===== src/rtl/pwm_bank_pkg.sv =====
package pwm_bank_pkg;

    // Bus word and global register offsets
    localparam int unsigned WORD_W   = 32;
    localparam int unsigned OFS_ENA  = 32'h004;
    localparam int unsigned OFS_DIS  = 32'h008;
    localparam int unsigned OFS_STAT = 32'h00C;

    // Per-channel bank placement
    localparam int unsigned BANK_BASE = 32'h200;
    localparam int unsigned BANK_LG2  = 5;

    // Register offsets inside one channel bank
    localparam logic [BANK_LG2-1:0] CR_MODE = 5'h00;
    localparam logic [BANK_LG2-1:0] CR_DUTY = 5'h04;
    localparam logic [BANK_LG2-1:0] CR_PER  = 5'h08;
    localparam logic [BANK_LG2-1:0] CR_UPD  = 5'h10;

    // Mode word field positions
    localparam int unsigned PRES_W  = 4;
    localparam int unsigned POL_BIT = 9;
    localparam int unsigned TGT_BIT = 10;

    typedef enum logic {
        UPD_DUTY = 1'b0,
        UPD_PER  = 1'b1
    } upd_tgt_e;

    typedef struct packed {
        logic [PRES_W-1:0] pres;
        logic              pol;
        upd_tgt_e          tgt;
    } chan_mode_t;

    function automatic chan_mode_t mode_unpack(input logic [WORD_W-1:0] w);
        chan_mode_t m;
        m.pres = w[PRES_W-1:0];
        m.pol  = w[POL_BIT];
        m.tgt  = upd_tgt_e'(w[TGT_BIT]);
        return m;
    endfunction

    function automatic logic [WORD_W-1:0] mode_pack(input chan_mode_t m);
        logic [WORD_W-1:0] w;
        w               = '0;
        w[PRES_W-1:0]   = m.pres;
        w[POL_BIT]      = m.pol;
        w[TGT_BIT]      = m.tgt;
        return w;
    endfunction

endpackage


===== src/rtl/pwm_presc.sv =====
module pwm_presc
    import pwm_bank_pkg::*;
#(
    parameter int unsigned PRES_MAX = 10
) (
    input  logic              clk,
    input  logic              rst_n,
    input  logic              run,
    input  logic [PRES_W-1:0] pres,
    output logic              tick
);

    localparam int unsigned DIV_W = (PRES_MAX > 0) ? PRES_MAX : 1;

    logic [DIV_W-1:0] div_d, div_q;
    logic [DIV_W-1:0] mask;
    logic [31:0]      eff;

    always_comb begin
        // values above the legal range saturate at the largest divider
        eff = 32'(pres);
        if (eff > PRES_MAX) begin
            eff = PRES_MAX;
        end
        for (int i = 0; i < DIV_W; i++) begin
            mask[i] = (32'(i) < eff);
        end
        tick  = run && ((div_q & mask) == mask);
        div_d = run ? div_q + 1'b1 : '0;
    end

    always_ff @(posedge clk or negedge rst_n) begin
        if (!rst_n) begin
            div_q <= '0;
        end else begin
            div_q <= div_d;
        end
    end

endmodule


===== src/rtl/pwm_chan.sv =====
module pwm_chan
    import pwm_bank_pkg::*;
#(
    parameter int unsigned VAL_W    = 16,
    parameter int unsigned PRES_MAX = 10
) (
    input  logic              clk,
    input  logic              rst_n,
    input  logic              run,
    input  logic              wr_mode,
    input  logic              wr_duty,
    input  logic              wr_per,
    input  logic              wr_upd,
    input  logic [WORD_W-1:0] wdata,
    output chan_mode_t        mode_o,
    output logic [VAL_W-1:0]  duty_o,
    output logic [VAL_W-1:0]  per_o,
    output logic              out_o
);

    typedef struct packed {
        chan_mode_t       mode;
        logic [VAL_W-1:0] duty;
        logic [VAL_W-1:0] per;
        logic [VAL_W-1:0] cnt;
        logic             pend;
        upd_tgt_e         pend_tgt;
        logic [VAL_W-1:0] pend_val;
    } chan_st_t;

    chan_st_t       st_d, st_q;
    logic           tick;
    logic [VAL_W:0] cnt_inc;
    logic           wrap;
    logic           active;
    logic           unused_hi;

    assign unused_hi = ^wdata[WORD_W-1:VAL_W];

    pwm_presc #(
        .PRES_MAX(PRES_MAX)
    ) u_presc (
        .clk  (clk),
        .rst_n(rst_n),
        .run  (run),
        .pres (st_q.mode.pres),
        .tick (tick)
    );

    always_comb begin
        st_d    = st_q;
        cnt_inc = (VAL_W+1)'(st_q.cnt) + 1'b1;
        // a zero period wraps on every tick, which keeps the counter at 0
        wrap    = cnt_inc >= (VAL_W+1)'(st_q.per);

        if (wr_mode) begin
            st_d.mode = mode_unpack(wdata);
        end

        if (!run) begin
            st_d.cnt = '0;
            if (wr_duty) begin
                st_d.duty = wdata[VAL_W-1:0];
            end
            if (wr_per) begin
                st_d.per = wdata[VAL_W-1:0];
            end
        end else if (tick) begin
            st_d.cnt = wrap ? '0 : st_q.cnt + 1'b1;
            if (wrap && st_q.pend) begin
                st_d.pend = 1'b0;
                if (st_q.pend_tgt == UPD_PER) begin
                    st_d.per = st_q.pend_val;
                end else begin
                    st_d.duty = st_q.pend_val;
                end
            end
        end

        // a staging write at the wrap cycle waits for the next wrap
        if (wr_upd) begin
            st_d.pend     = 1'b1;
            st_d.pend_tgt = st_q.mode.tgt;
            st_d.pend_val = wdata[VAL_W-1:0];
        end

        active = run && (st_q.per != '0) && (st_q.cnt < st_q.duty);
    end

    always_ff @(posedge clk or negedge rst_n) begin
        if (!rst_n) begin
            st_q <= '0;
        end else begin
            st_q <= st_d;
        end
    end

    assign mode_o = st_q.mode;
    assign duty_o = st_q.duty;
    assign per_o  = st_q.per;
    assign out_o  = active ^ st_q.mode.pol;

endmodule


===== src/rtl/pwm_bank.sv =====
module pwm_bank
    import pwm_bank_pkg::*;
#(
    parameter int unsigned NCH      = 4,
    parameter int unsigned ADDR_W   = 12,
    parameter int unsigned VAL_W    = 16,
    parameter int unsigned PRES_MAX = 10
) (
    input  logic              clk,
    input  logic              rst_n,
    input  logic [ADDR_W-1:0] bus_addr,
    input  logic [WORD_W-1:0] bus_wdata,
    input  logic              bus_we,
    input  logic              bus_re,
    output logic [WORD_W-1:0] bus_rdata,
    output logic [NCH-1:0]    pwm_out
);

    localparam int unsigned SEL_W   = (NCH > 1) ? $clog2(NCH) : 1;
    localparam int unsigned TAG_LSB = BANK_LG2 + SEL_W;
    localparam int unsigned TAG_W   = ADDR_W - TAG_LSB;
    localparam logic [TAG_W-1:0] BANK_TAG = TAG_W'(BANK_BASE >> TAG_LSB);

    typedef struct packed {
        logic [NCH-1:0]    run;
        logic [WORD_W-1:0] rdata;
    } top_st_t;

    top_st_t           st_d, st_q;

    chan_mode_t        chan_mode [NCH];
    logic [VAL_W-1:0]  chan_duty [NCH];
    logic [VAL_W-1:0]  chan_per  [NCH];
    logic [NCH-1:0]    chan_pol;
    logic [NCH-1:0]    chan_run;

    logic              in_bank;
    logic [SEL_W-1:0]  ch_sel;
    logic [BANK_LG2-1:0] creg;
    logic [NCH-1:0]    wr_mode_v, wr_duty_v, wr_per_v, wr_upd_v;
    logic [WORD_W-1:0] rd_word;

    // address decode and per-channel write strobes
    always_comb begin
        in_bank = (bus_addr[ADDR_W-1:TAG_LSB] == BANK_TAG);
        ch_sel  = bus_addr[BANK_LG2 +: SEL_W];
        creg    = bus_addr[BANK_LG2-1:0];
        for (int i = 0; i < NCH; i++) begin
            wr_mode_v[i] = bus_we && in_bank && (ch_sel == SEL_W'(i)) && (creg == CR_MODE);
            wr_duty_v[i] = bus_we && in_bank && (ch_sel == SEL_W'(i)) && (creg == CR_DUTY);
            wr_per_v[i]  = bus_we && in_bank && (ch_sel == SEL_W'(i)) && (creg == CR_PER);
            wr_upd_v[i]  = bus_we && in_bank && (ch_sel == SEL_W'(i)) && (creg == CR_UPD);
        end
    end

    // read multiplexer
    always_comb begin
        rd_word = '0;
        if (bus_addr == ADDR_W'(OFS_STAT)) begin
            rd_word[NCH-1:0] = st_q.run;
        end
        for (int i = 0; i < NCH; i++) begin
            if (in_bank && (ch_sel == SEL_W'(i))) begin
                case (creg)
                    CR_MODE: rd_word = mode_pack(chan_mode[i]);
                    CR_DUTY: rd_word = WORD_W'(chan_duty[i]);
                    CR_PER:  rd_word = WORD_W'(chan_per[i]);
                    default: rd_word = '0;
                endcase
            end
        end
    end

    // next state: run set/clear and registered read data
    always_comb begin
        st_d = st_q;
        if (bus_we && (bus_addr == ADDR_W'(OFS_ENA))) begin
            st_d.run = st_q.run | bus_wdata[NCH-1:0];
        end
        if (bus_we && (bus_addr == ADDR_W'(OFS_DIS))) begin
            st_d.run = st_q.run & ~bus_wdata[NCH-1:0];
        end
        if (bus_re) begin
            st_d.rdata = rd_word;
        end
    end

    always_ff @(posedge clk or negedge rst_n) begin
        if (!rst_n) begin
            st_q <= '0;
        end else begin
            st_q <= st_d;
        end
    end

    assign chan_run  = st_q.run;
    assign bus_rdata = st_q.rdata;

    for (genvar g = 0; g < NCH; g++) begin : g_ch
        pwm_chan #(
            .VAL_W   (VAL_W),
            .PRES_MAX(PRES_MAX)
        ) u_chan (
            .clk    (clk),
            .rst_n  (rst_n),
            .run    (st_q.run[g]),
            .wr_mode(wr_mode_v[g]),
            .wr_duty(wr_duty_v[g]),
            .wr_per (wr_per_v[g]),
            .wr_upd (wr_upd_v[g]),
            .wdata  (bus_wdata),
            .mode_o (chan_mode[g]),
            .duty_o (chan_duty[g]),
            .per_o  (chan_per[g]),
            .out_o  (pwm_out[g])
        );
        assign chan_pol[g] = chan_mode[g].pol;
    end

endmodule


===== config.mk =====
export PLATFORM = sky130hd
export DESIGN_NAME = pwm_bank
export DESIGN_NICKNAME = d
export VERILOG_FILES = /design/src/rtl/pwm_bank_pkg.sv /design/src/rtl/pwm_presc.sv /design/src/rtl/pwm_chan.sv /design/src/rtl/pwm_bank.sv
export SDC_FILE = /design/constraint.sdc
export NUM_CORES = 1
export LEC_CHECK = 0
export BUFFER_PORTS_ARGS = -buffer_cell sky130_fd_sc_hd__buf_2
export CAP_MARGIN = 40
export CORE_MARGIN = 2
export CORE_UTILIZATION = 55
export CTS_CLUSTER_SIZE = 24
export DETAILED_ROUTE_END_ITERATION = 8
export PLACE_DENSITY = 0.79
export SETUP_SLACK_MARGIN = 0.02
export SLEW_MARGIN = 20
export SYNTH_ARGS = -nofsm -noshare
export SYNTH_HDL_FRONTEND = slang
export SYNTH_HIERARCHICAL = 1
export SYNTH_SLANG_ARGS = --single-unit

===== constraint.sdc =====
create_clock -name clk -period 5.1 [get_ports clk]
set_input_delay 0.255 -clock clk [delete_from_list [all_inputs] [get_ports clk]]
set_output_delay 0.255 -clock clk [all_outputs]
set_load 0.02 [all_outputs]

==> impl_metrics.json, run 1 <==
{
  "synth-edff-count": 0,
  "areaGrowthSynthToFinish_pct": 3.97,
  "drv_slew": 0,
  "syn-cell-area_sq_um": 23100,
  "ys.flop_type": "dfrtp_1",
  "rrSetupSlack_ns": 1.01,
  "setup_viol": 0,
  "grt_max_degree": 168,
  "layout-drive-gt1-share": 0.107,
  "timing.final.crit_period_ns": 4.09,
  "grt_pass1_vias": 18734,
  "cts_root_buffer": "clkbuf_16",
  "rows": 75,
  "post-dp-hpwl_microns": 46900,
  "die_w_microns": 209,
  "grt_usage": 0.304,
  "maxCapViolCount": 0,
  "min_path_type": "input port to flip-flop",
  "via_per_inst": 6.69,
  "routed_wl_microns": 67200,
  "required_ns": 5.55,
  "nets": 2541,
  "insertion_delay_ns": 0.56,
  "start_util": 0.554,
  "leakage_nw": 11.3,
  "grt_first_pass_wirelength_microns": 105000,
  "cts_sinks": 348,
  "die_area_sq_um": 43700,
  "cts_made_buffers": 40,
  "num_vias": 19623,
  "pre_cts_ws_ns": 1.06,
  "crit_type": "flip-flop to flip-flop",
  "total_power_w": 0.00747,
  "ant_nets": 0,
  "hp-start": "bus_addr[3]",
  "fin_skew_ns": 0.0210,
  "synth_cells": 2508,
  "max_clock_freq_mhz": 244,
  "fin_crit_sh": 0.803,
  "tightest_slew_ns": 0.994,
  "endpoint_kind": "flip-flop",
  "ir_worst_vdd_mv": 0.290,
  "fin_area_sq_um": 24100,
  "ys_ff_latch": 348,
  "fin_util": 0.576,
  "worst_slack_ns": 1.01,
  "met2_usage": 0.459,
  "crit-reg2reg-launch": "g_ch[1].u_chan/st_q[18]",
  "antenna_found_initial": 5,
  "critPathArrivalTime_ns": 4.54,
  "drtIter0Drc": 2423,
  "clk_pin_slew_worst_paths_ns": 0.06,
  "route.detailed.drc": 0,
  "synth_area_leaders": "dfrtp_1 38%, ha_1 7.1%, buf_4 5.6%, inv_1 3.2%, nor2_1 3.2%",
  "synth_top_area_frac": 0.376,
  "io_buffers": 51,
  "timing.rr.end": "g_ch[1].u_chan/duty_o[7]",
  "ys_seq_area_frac": 0.376,
  "slew_headroom": 0.337,
  "synth.avg_cell_area_sq_um": 9.23,
  "place_area_sq_um": 22600,
  "yosysTopAreaCell": "dfrtp_1",
  "wl_per_cell_microns": 22.9,
  "synthArstFlopShare": 1.00,
  "place.gp.congestion": 0.991,
  "clockBufferDepth": 3,
  "status": "complete, no violations",
  "path_max_fanout": 26,
  "use_met3": 0.0699,
  "die_h_microns": 209,
  "grtUsageMet1": 0.411,
  "startpoint_type": "flip-flop",
  "ff2ff_path_depth": 11,
  "rsz0062_at_grt": "no",
  "drtPass1Iterations": 6,
  "grt_overflow": 0,
  "core_sq_um": 41800,
  "power_density_nw_per_um2": 310,
  "synth.distinct_cells": 68,
  "post_cts_buffers": 0,
  "yosysWarnings": 6,
  "busiest_layer": "met2",
  "ios": 84,
  "tns_ns": 0,
  "min_path_cells": 2,
  "hold_violations": 0,
  "cts_tree": "done",
  "htreeDepth": 2
}
-- worst max-delay path, stage by stage, from the launching register on --
cell	delay, ns
dfrtp_1	0.46
ha_1	0.36
nand4_1	0.13
nor3_1	0.32
and2_1	0.22
nand3_1	0.15
xnor2_1	0.17
ha_1	0.30
nand3_1	0.18
a211o_1	0.63
a211o_1	0.65
a311oi_1	0.39
-- synthesized netlist by cell type, types with 7 or more instances --
| cell type | count |
|---|---|
| o21a_1 | 9 |
| nor4b_1 | 29 |
| o21ai_0 | 89 |
| a21boi_1 | 8 |
| a211oi_1 | 32 |
| a21oi_1 | 91 |
| a31oi_1 | 9 |
| and3_4 | 7 |
| a221oi_1 | 56 |
| inv_1 | 199 |
| a211o_1 | 9 |
| nand2b_1 | 28 |
| or3_1 | 8 |
| a22o_1 | 35 |
| nand4_1 | 31 |
| nand3_1 | 67 |
| buf_2 | 11 |
| ha_1 | 132 |
| a22oi_1 | 14 |
| mux2i_1 | 37 |
| a2111oi_0 | 70 |
| dfrtp_1 | 348 |
| nor3b_1 | 9 |
| nor2b_1 | 20 |
| nor3_1 | 29 |
| buf_4 | 172 |
| o2bb2ai_1 | 8 |
| and3_1 | 22 |
| o31ai_1 | 17 |
| a41o_1 | 8 |
| nor4_1 | 65 |
| and4_1 | 12 |
| mux2_2 | 51 |
| buf_6 | 10 |
| xor2_1 | 20 |
| nor2_1 | 197 |
| nand2_1 | 138 |
| a21o_1 | 51 |
| o22a_1 | 8 |
| and2_1 | 39 |
| xnor2_1 | 60 |
| a311oi_1 | 64 |
| clkbuf_1 | 107 |
-- stage by stage --
stage / std cells / hold slack [ns]
finish: 2933 / 0.0243
global route: 2931 / 0.0286
CTS: 2918 / 0.00729
detailed placement: 2847 / 0.338
global placement: 2838 / 0.325
floorplan: 2523 / -0.0406
-- metal layers --
layer / share of wire / up-vias
met3: 0.10 / 216
met2: 0.44 / 1077
li1: - / 8744
met1: 0.40 / 9586
met5: 0 / -
met4: 0.056 / 0
-- layout by cell type (no fill, tap or decap), drive strengths merged, types with 28 or more instances in the layout --
cell type and n:
a2111oi 74, a211oi 32, a21o 51, a21oi 95, a221oi 56, a22o 35, a311oi 64, and2 43
and3 29, buf 101, clkbuf 60, dfrtp 348, ha 132, inv 200, mux2 51, mux2i 37
nand2 141, nand2b 28, nand3 75, nand4 31, nor2 197, nor3 29, nor4 66, nor4b 29
o21ai 90, xnor2 60
-- flip-flops by register name (all words and copies together), names as in the netlist, named ones only --
| register | cells |
|---|---|
| g_ch.u_chan/duty_o | 64 |
| g_ch.u_chan/mode_o | 24 |
| g_ch.u_chan/per_o | 64 |
| bus_rdata | 16 |
| g_ch.u_chan/st_q | 136 |
| g_ch.u_chan/u_presc/div_q | 40 |
-- power breakdown --
| group | leakage (nW) | internal (W) | switching [W] |
|---|---|---|---|
| registers | 3.90 | 0.00298 | 0.000330 |
| clock network | 0.640 | 0.00177 | 0.00119 |
| logic | 6.74 | 0.000563 | 0.000630 |
| total | 11.3 | 0.00531 | 0.00215 |
-- cell families after synthesis --
kind of cell | Yosys count | synth area share
compound gates | 623 | 0.200
xor+xnor | 80 | 0.0303
fa+ha+maj | 132 | 0.0714
buf+inv | 506 | 0.114
flops | 348 | 0.376
mux | 88 | 0.0408
other cells | 1 | 0.000162
simple gates | 730 | 0.167
-- repair_timing --
item	in CTS	in global routing
resized for setup	0	0
hold buffers	1	0
hold endpoints to repair	91	0
-- worst max path at each step --
stage,start,slack [ns],depth (start not counted),to
finish,g_ch[1].u_chan/st_q[18],1.01,11,g_ch[1].u_chan/duty_o[7]
global route,g_ch[2].u_chan/st_q[18],0.68,13,g_ch[2].u_chan/st_q[22]
CTS,g_ch[3].u_chan/st_q[20],1.02,11,g_ch[3].u_chan/duty_o[1]
detailed placement,g_ch[2].u_chan/st_q[18],1.06,11,g_ch[2].u_chan/duty_o[4]
global placement,g_ch[3].u_chan/st_q[18],1.14,11,g_ch[3].u_chan/duty_o[4]
floorplan,g_ch[0].u_chan/st_q[20],1.83,13,g_ch[0].u_chan/per_o[11]
-- area by class of cell --
class	count	area, sq um
clock buffers	59	1150
fillers	3455	17700
repair buffers	103	731
diodes	5	12.5
multi-input cells	1669	11900
inverters	199	747
flip-flops and latches	348	8710
well taps	539	674
clock inverters	11	168
No activity file was read; power rests on OpenSTA's default activity.
==> run 2: changes to the inputs <==
==> constraint.sdc (replaced) <==
create_clock -name clk -period 4 [get_ports clk]
set_input_delay 0.2 -clock clk [delete_from_list [all_inputs] [get_ports clk]]
set_output_delay 0.2 -clock clk [all_outputs]
set_load 0.02 [all_outputs]
==> impl_metrics.json, run 2 (synthesis gave the netlist of run 1 again) <==
{
  "status": "complete, no violations",
  "die_area_sq_um": 43700,
  "startpoint_type": "flip-flop",
  "holdBufCountCts": 2,
  "drv_slew": 0,
  "max_clock_freq_mhz": 266,
  "power_density_nw_per_um2": 394,
  "pwr-share-clk": 0.397,
  "htreeDepth": 2,
  "crit_type": "flip-flop to flip-flop",
  "crit_start": "g_ch[1].u_chan/st_q[20]",
  "crit_family": "simple AND/OR/NAND/NOR gates",
  "wl_per_cell_microns": 22.9,
  "cts_tree": "done",
  "endpoint_kind": "flip-flop",
  "busiest_layer": "met2",
  "tightest_slew_ns": 0.902,
  "worst-path-buf-inv": 1,
  "num_vias": 19679,
  "post-dp-hpwl_microns": 48100,
  "max_stage_delay_ns": 0.56,
  "maxCapViolCount": 0,
  "die_h_microns": 209,
  "power_switching_w": 0.00273,
  "met2_usage": 0.460,
  "antenna_found_initial": 5,
  "nets": 2573,
  "grt_usage": 0.309,
  "io_buffers": 51,
  "path_max_fanout": 26,
  "layout_commonest_cell": "dfrtp_1",
  "areaGrowthSynthToFinish_pct": 5.02,
  "grtUsageMet1": 0.420,
  "rsz0062_at_grt": "no",
  "ios": 84,
  "drtIter0Drc": 2458,
  "hp-start": "bus_re",
  "final-seq-area_sq_um": 8710,
  "hold_violations": 0,
  "required_ns": 4.43,
  "cts_made_buffers": 40,
  "num-fill-cells": 3455,
  "ir_worst_vdd_mv": 0.310,
  "crit-reg2reg-launch": "g_ch[1].u_chan/st_q[20]",
  "worst_slack_ns": 0.240,
  "fin_crit_sh": 0.940,
  "cpMaxStageDelayCell": "a21oi_1",
  "p_comb_frac": 0.163,
  "tns_ns": 0,
  "grt_overflow": 0,
  "pre_cts_ws_ns": 0.279,
  "grt_pass1_vias": 18902,
  "place.gp.congestion": 1.02,
  "die_w_microns": 209,
  "swShare": 0.285,
  "drtPass1Iterations": 8,
  "post_cts_buffers": 0,
  "critPathArrivalTime_ns": 4.19,
  "intPower_w": 0.00684,
  "via_per_inst": 6.64,
  "leakage_nw": 11.4,
  "cts_sinks": 348,
  "use_met3": 0.0821,
  "multi_input_comb_area_sq_um": 11900,
  "layout_common_cells": "348 x dfrtp_1, 199 x inv_1, 193 x nor2_1, 138 x nand2_1, 132 x ha_1",
  "cp_cell_sequence": "and3_4, and3_1, and3_1, nand3_1, xnor2_1, ha_1, nand3_1, o21a_1, and2_4, a21oi_1, buf_4, a221oi_1",
  "clk_pin_slew_worst_paths_ns": 0.06,
  "ant_nets": 0,
  "setup_viol": 0,
  "min_path_type": "input port to flip-flop",
  "grt_first_pass_wirelength_microns": 106000,
  "clockBufferDepth": 3,
  "holdWs_ns": 0.0408,
  "timing.final.crit_period_ns": 3.76,
  "start_util": 0.554,
  "slew_headroom": 0.397,
  "fin_skew_ns": 0.0157,
  "rows": 75,
  "largest_register_ffs": 136,
  "post_cts_resized": 0,
  "route.detailed.drc": 0,
  "insertion_delay_ns": 0.57,
  "grt_max_degree": 128,
  "largest_register": "g_ch.u_chan/st_q",
  "pwr-share-seq": 0.440,
  "core_sq_um": 41800,
  "layout-drive-gt1-share": 0.119,
  "cts_root_buffer": "clkbuf_16",
  "routed_wl_microns": 67700
}
run 2: area by class of cell:
class,count,share of cell area
Inverter,199,0.0307
Clock buffer,53,0.0461
Clock inverter,15,0.00880
Tap cell,539,0.0277
Timing Repair Buffer,135,0.0397
Multi-Input combinational cell,1669,0.488
Antenna cell,5,0.000515
Sequential cell,348,0.358
run 2: per-layer routing:
metal,share of wire,vias to the layer above
li1,-,8801
met1,0.40,9435
met2,0.43,1230
met3,0.12,213
met4,0.054,0
met5,0,-
run 2: final timing paths:
path / to / slack (ns) / cells past startpoint
max reg2reg: g_ch[1].u_chan/per_o[15] / 0.24 / 12
min in group asynchronous: g_ch[3].u_chan/u_presc/div_q[0] / 0.11 / 2
min reg2reg: bus_rdata[13] / 0.49 / 1
max in group asynchronous: bus_rdata[15] / 2.72 / 4
max: g_ch[1].u_chan/per_o[15] / 0.24 / 12
min: bus_rdata[0] / 0.04 / 3
run 2: power by group through the flow:
stage	combinational (W)	clock, W	sequential (W)
after floorplan	0.00119	0	0.00412
after global placement	0.00147	0	0.00423
after detailed placement	0.00155	0	0.00426
after CTS	0.00156	0.00383	0.00420
after global routing	0.00176	0.00396	0.00425
final	0.00156	0.00380	0.00421
run 2: metrics by stage:
step	util	instance area, sq um	power (W)	cells
6_report	0.582	24300	0.00957	2963
2_1_floorplan	-	23200	0.00531	2523
3_5_place_dp	0.548	22900	0.00580	2884
3_3_place_gp	0.547	22800	0.00570	2877
4_1_cts	0.581	24200	0.00959	2954
5_1_grt	0.582	24300	0.00997	2961
run 2: worst min-delay path: cells and delay by family:
| family | cells | cell delay [ns] |
|---|---|---|
| and+or+nand+nor | 1 | 0.13 |
| buffers and inverters | 1 | 0.19 |
| AOI/OAI and AO/OA | 1 | 0.04 |
